==> src/rtl/eird_pkg.sv <==
package eird_pkg;
    localparam int NUM_SRC = 8;

    typedef enum logic [1:0] {
        K_LVL_FALL,
        K_POL,
        K_RISE,
        K_FALL_GATED
    } src_kind_e;

    typedef enum logic {
        FLAG_CLEAR,
        FLAG_SET
    } flag_state_e;

    function automatic src_kind_e kind_of(input int idx);
        if (idx < 2)      return K_LVL_FALL;
        else if (idx < 4) return K_POL;
        else if (idx < 7) return K_RISE;
        else              return K_FALL_GATED;
    endfunction
endpackage

==> src/rtl/eird_strobe_gen.sv <==
module eird_strobe_gen #(
    parameter int CYCLE_DIV = 12
) (
    input  logic clk,
    input  logic rst_n,
    output logic strobe_o
);
    localparam int CW = (CYCLE_DIV > 2) ? $clog2(CYCLE_DIV) : 1;
    localparam logic [CW-1:0] LAST = CW'(CYCLE_DIV - 1);

    logic [CW-1:0] cnt_q;

    always_ff @(posedge clk or negedge rst_n) begin
        if (!rst_n)             cnt_q <= '0;
        else if (cnt_q == LAST) cnt_q <= '0;
        else                    cnt_q <= cnt_q + 1'b1;
    end

    assign strobe_o = (cnt_q == LAST);
endmodule

==> src/rtl/eird_sync.sv <==
module eird_sync #(
    parameter int WIDTH  = 8,
    parameter int STAGES = 2
) (
    input  logic             clk,
    input  logic             rst_n,
    input  logic [WIDTH-1:0] d_i,
    output logic [WIDTH-1:0] q_o
);
    logic [STAGES-1:0][WIDTH-1:0] chain_q;

    always_ff @(posedge clk or negedge rst_n) begin
        if (!rst_n) chain_q <= '0;
        else begin
            chain_q[0] <= d_i;
            for (int s = 1; s < STAGES; s++) chain_q[s] <= chain_q[s-1];
        end
    end

    assign q_o = chain_q[STAGES-1];
endmodule

==> src/rtl/eird_flag_cell.sv <==
module eird_flag_cell #(
    parameter eird_pkg::src_kind_e KIND = eird_pkg::K_RISE
) (
    input  logic clk,
    input  logic rst_n,
    input  logic strobe_i,
    input  logic pin_i,
    input  logic mode_i,
    input  logic ack_i,
    input  logic clr_i,
    output logic flag_o
);
    import eird_pkg::*;

    logic        samp_q;
    logic        primed_q;
    logic        fall_ev;
    logic        rise_ev;
    logic        set_ev;
    logic        level_mode;
    logic        kill;
    flag_state_e state_q, state_d;

    // sample register, loaded once per machine cycle
    always_ff @(posedge clk or negedge rst_n) begin
        if (!rst_n) begin
            samp_q   <= 1'b0;
            primed_q <= 1'b0;
        end else if (strobe_i) begin
            samp_q   <= pin_i;
            primed_q <= 1'b1;
        end
    end

    always_comb begin
        fall_ev    = primed_q &  samp_q & ~pin_i;
        rise_ev    = primed_q & ~samp_q &  pin_i;
        level_mode = (KIND == K_LVL_FALL) && !mode_i;
        kill       = ack_i | clr_i;
        unique case (KIND)
            K_LVL_FALL:   set_ev = fall_ev;
            K_POL:        set_ev = mode_i ? rise_ev : fall_ev;
            K_RISE:       set_ev = rise_ev & mode_i;
            K_FALL_GATED: set_ev = fall_ev & mode_i;
            default:      set_ev = 1'b0;
        endcase
    end

    // next-state: set, kill, track
    always_comb begin
        state_d = state_q;
        unique case (state_q)
            FLAG_CLEAR: begin
                if (level_mode) begin
                    if (strobe_i && !pin_i) state_d = FLAG_SET;
                end else if (strobe_i && set_ev) begin
                    state_d = FLAG_SET;
                end
            end
            FLAG_SET: begin
                if (level_mode) begin
                    if (strobe_i) begin
                        if (pin_i) state_d = FLAG_CLEAR;
                    end else if (kill) begin
                        state_d = FLAG_CLEAR;
                    end
                end else if (!(strobe_i && set_ev) && kill) begin
                    state_d = FLAG_CLEAR;
                end
            end
            default: state_d = FLAG_CLEAR;
        endcase
    end

    always_ff @(posedge clk or negedge rst_n) begin
        if (!rst_n) state_q <= FLAG_CLEAR;
        else        state_q <= state_d;
    end

    always_comb flag_o = (state_q == FLAG_SET);
endmodule

==> src/rtl/ext_irq_detect.sv <==
module ext_irq_detect #(
    parameter int CYCLE_DIV   = 12,
    parameter int SYNC_STAGES = 2
) (
    input  logic       clk,
    input  logic       rst_n,
    input  logic [7:0] pin_i,
    input  logic [1:0] lvl_edge_sel_i,
    input  logic [1:0] pol_sel_i,
    input  logic       trig_en_i,
    input  logic [7:0] ack_i,
    input  logic [7:0] sw_clr_i,
    output logic [7:0] flag_o,
    output logic       strobe_o
);
    import eird_pkg::*;

    logic [NUM_SRC-1:0] pin_sync;
    logic [NUM_SRC-1:0] mode_bit;
    logic               strobe;

    eird_strobe_gen #(.CYCLE_DIV(CYCLE_DIV)) strobe_i (
        .clk(clk), .rst_n(rst_n), .strobe_o(strobe)
    );

    eird_sync #(.WIDTH(NUM_SRC), .STAGES(SYNC_STAGES)) sync_i (
        .clk(clk), .rst_n(rst_n), .d_i(pin_i), .q_o(pin_sync)
    );

    for (genvar g = 0; g < NUM_SRC; g++) begin : g_src
        if (kind_of(g) == K_LVL_FALL) begin : g_mode
            assign mode_bit[g] = lvl_edge_sel_i[g];
        end else if (kind_of(g) == K_POL) begin : g_mode
            assign mode_bit[g] = pol_sel_i[g-2];
        end else if (kind_of(g) == K_FALL_GATED) begin : g_mode
            assign mode_bit[g] = trig_en_i;
        end else begin : g_mode
            assign mode_bit[g] = 1'b1;
        end

        eird_flag_cell #(.KIND(kind_of(g))) cell_i (
            .clk(clk), .rst_n(rst_n), .strobe_i(strobe),
            .pin_i(pin_sync[g]), .mode_i(mode_bit[g]),
            .ack_i(ack_i[g]), .clr_i(sw_clr_i[g]), .flag_o(flag_o[g])
        );
    end

    assign strobe_o = strobe;
endmodule

==> config.mk <==
export PLATFORM = sky130hd
export DESIGN_NAME = ext_irq_detect
export DESIGN_NICKNAME = d
export VERILOG_FILES = /design/src/rtl/eird_pkg.sv /design/src/rtl/eird_strobe_gen.sv /design/src/rtl/eird_sync.sv /design/src/rtl/eird_flag_cell.sv /design/src/rtl/ext_irq_detect.sv
export SDC_FILE = /design/constraint.sdc
export NUM_CORES = 1
export LEC_CHECK = 0
export BUFFER_PORTS_ARGS = -buffer_cell sky130_fd_sc_hd__buf_2
export CORE_ASPECT_RATIO = 1.2
export CORE_UTILIZATION = 42
export CTS_CLUSTER_DIAMETER = 60
export DETAILED_ROUTE_END_ITERATION = 10
export GPL_ROUTABILITY_DRIVEN = 0
export GPL_TIMING_DRIVEN = 1
export PLACE_DENSITY = 0.65
export RECOVER_POWER = 50
export SLEW_MARGIN = 25
export SYNTH_ARGS = -nofsm -noshare
export SYNTH_HDL_FRONTEND = slang
export SYNTH_HIERARCHICAL = 1
export SYNTH_SLANG_ARGS = --single-unit
==> constraint.sdc <==
create_clock -name clk -period 2.4 [get_ports clk]
set_input_delay 0.24 -clock clk [delete_from_list [all_inputs] [get_ports clk]]
set_output_delay 0.24 -clock clk [all_outputs]
set_load 0.02 [all_outputs]
==> results.ini <==
[outcome]
status = finished clean

[logic_synthesis]
yosysSeqAreaShare_pct = 67.9
syn_inst = 117
synthFlopType = dfrtp_1
ys_warn_count = 6
syn_area_per_cell_sq_um = 13.9
synth_edf_count = 0
async_flop_share_pct = 100
syn-cell-area_sq_mm = 0.00162
ys_types = 27
ys_ff_latch = 44

[setup_path]
reg2reg_from = strobe_i/cnt_q[0]$_DFF_PN0_
critPathKind = flip-flop to primary output
end_kind = primary output
crit_path_max_fanout = 16
setup.worst_path.start = strobe_i/cnt_q[0]$_DFF_PN0_
crit_path_max_incr_delay_ps = 380
arrival_ps = 1460
required_ps = 2160
start_kind = flip-flop
worstPathCellList = ha_1 > nand2b_4 > nor2_2 > buf_4 > buf_2
reg2reg_depth = 5
cpMaxStageDelayCell = dfrtp_1

[global_routing]
grt_max_degree = 45
grt_pass1_vias = 998
track_usage_pct = 13.8
grt_pass1_wl_um = 4260
antenna_found_initial = 0
grt-ovfl-total = 0

[floorplan]
die_area_sq_mm = 0.00411
die_h_um = 70.1
core_sq_mm = 0.00366
placementRows = 24
io-pin-count = 40
die_x_um = 58.7
start_util_pct = 44.3

[detailed_routing]
ant_nets = 0
vias_per_cell = 4.52
initialDrtViolationCount = 23
wirelength_um = 2400
post_drt_wl_per_cell_um = 11.3
drc = 0
dr.pass1.iters = 4
vias = 962

[placed_design]
place_hpwl_um = 1680
port_buffers = 39

[worst_hold_path]
hold_start = pin_i[6]
min-delay-path-class = input pin to flip-flop
min_path_cells = 1

[power]
pwr-share-seq_pct = 59.3
p_leak_nw = 0.884
p_switching_uw = 282
power.share.clock_pct = 35.8
p_int_mw = 1.02
power_mw = 1.31
comb_power_share_pct = 4.9
ir_drop_mv = 0.355
power_density_mw_per_mm2 = 671
p_sw_share_pct = 21.6

[timing]
clock_skew_ps = 8.99
drv_slew = 0
grt_setup_unrepaired = no
setup-tns-final_ps = 0
setup_violations = 0
relSlewSlack_pct = 29.7
hold_slack_ps = 48.1
worst_pin_slew_ps = 1050
max_freq_mhz = 588
hold_viol = 0
layout_worst_path_cycle_share_pct = 70.8
post-route-min-period_ps = 1700

[flow_run]
maxCapViolCount = 0

[clock_tree]
ctsHoldBuffers = 0
clk_latency_ps = 290
ctsResizeCount = 0
cts_buffers = 5
htree_levels = 2
clk_pin_slew_ps = 80
cts_tree = built
cts_buffer_depth = 2
post_cts.repair.setup_buffers = 0
root_buffer = clkbuf_8
cts.sinks = 44

[finish]
fin_util_pct = 53.1
seqCellArea_sq_mm = 0.00110
drive_above_1_share_pct = 42.9
num_antenna_cells = 0
layout.nets = 192
area_growth_pct = 20.1
fill_cells = 328
multi_input_area_sq_um = 434

[layer usage]
metal / wire length (um) / GRT usage (%)
met1: 993 / 16.3
met2: 1280 / 22.2
met3: 107 / 5.93
met4: 19 / 4.76
met5: 0 / 0
[path summary, 6_finish.rpt]
check	end	slack, ps
setup / recovery	strobe_o	700
hold / removal	sync_i/chain_q[6]$_DFF_PN0_	50
setup reg to reg	g_src[2].cell_i/samp_q$_DFFE_PN0P_	950
hold reg to reg	sync_i/q_o[5]$_DFF_PN0_	350
max in group asynchronous	g_src[5].cell_i/samp_q$_DFFE_PN0P_	1090
min in group asynchronous	g_src[6].cell_i/flag_o$_DFF_PN0_	660
[cell usage after synthesis (2+ instances only)]
library cell / n / area (sq um)
a21boi_0: 2 / 15.0
a32o_2: 2 / 22.5
buf_4: 8 / 60.1
dfrtp_1: 44 / 1100
inv_1: 9 / 33.8
mux2_2: 5 / 56.3
nand2_1: 5 / 18.8
nand2b_1: 3 / 18.8
nand3b_1: 3 / 22.5
nor2_1: 2 / 7.51
nor2_2: 2 / 12.5
nor2b_1: 2 / 12.5
o21ai_0: 3 / 15.0
o21ai_1: 2 / 10.0
o22ai_1: 2 / 12.5
o32ai_1: 2 / 17.5
o32ai_2: 3 / 48.8
or2_1: 3 / 18.8
or2_2: 5 / 31.3
or3b_1: 3 / 26.3
[power groups by stage]
stage,clock network [mW],logic (mW),registers (mW)
after floorplan,0,0.0265,0.790
after global placement,0,0.0628,0.788
after detailed placement,0,0.0648,0.789
after CTS,0.483,0.0650,0.774
after global routing,0.512,0.0727,0.777
final,0.468,0.0640,0.774
[kinds of logic after synthesis]
| group | Yosys count | synth area share [%] |
|---|---|---|
| other | 1 | 0.231 |
| adders and majority gates | 1 | 0.771 |
| AOI/OAI and AO/OA | 17 | 9.26 |
| DFF | 44 | 67.9 |
| muxes | 5 | 3.47 |
| buffers and inverters | 17 | 5.79 |
| and+or+nand+nor | 32 | 12.6 |
[layout make-up]
class / count / area share (%)
well taps: 52 / 3.34
clock buffers: 6 / 4.24
repair buffers: 42 / 11.3
inverters: 9 / 1.74
clock inverters: 2 / 0.514
multi-input cells: 58 / 22.3
flip-flops and latches: 44 / 56.6
[sequential cells by signal, indices dropped and copies added (netlist names)]
signal and flops:
sync_i/q_o 8, strobe_i/cnt_q 4, g_src.cell_i/flag_o 8, g_src.cell_i/primed_q 8, sync_i/chain_q 8, g_src.cell_i/samp_q 8
[worst max-delay path, delay by kind of cell, from the launching register on]
family | cells | cell delay, ps
flip-flops | 1 | 380
adder cells (fa/ha/maj) | 1 | 230
AND/OR/NAND/NOR | 2 | 170
buffers and inverters | 2 | 390
[through the flow]
step           worst slack, ps  cell area (sq um)  std cells
6_report                   700               1950        213
2_1_floorplan              589               1630        119
3_5_place_dp               943               1840        204
4_1_cts                    672               1940        212
3_3_place_gp              1010               1840        204
5_1_grt                    586               1950        213
[placed cells by master (no fill, tap or decap), types with 3 or more instances in the layout]
cell type / count
or2_1: 3
dfrtp_1: 44
conb_1: 3
or3b_1: 3
mux2_2: 5
nand3b_1: 3
o21ai_0: 3
nand2_1: 5
clkbuf_8: 6
buf_2: 38
or2_2: 5
nand2b_1: 3
inv_1: 9
o32ai_2: 3
Power figures use the tool's default switching activity.
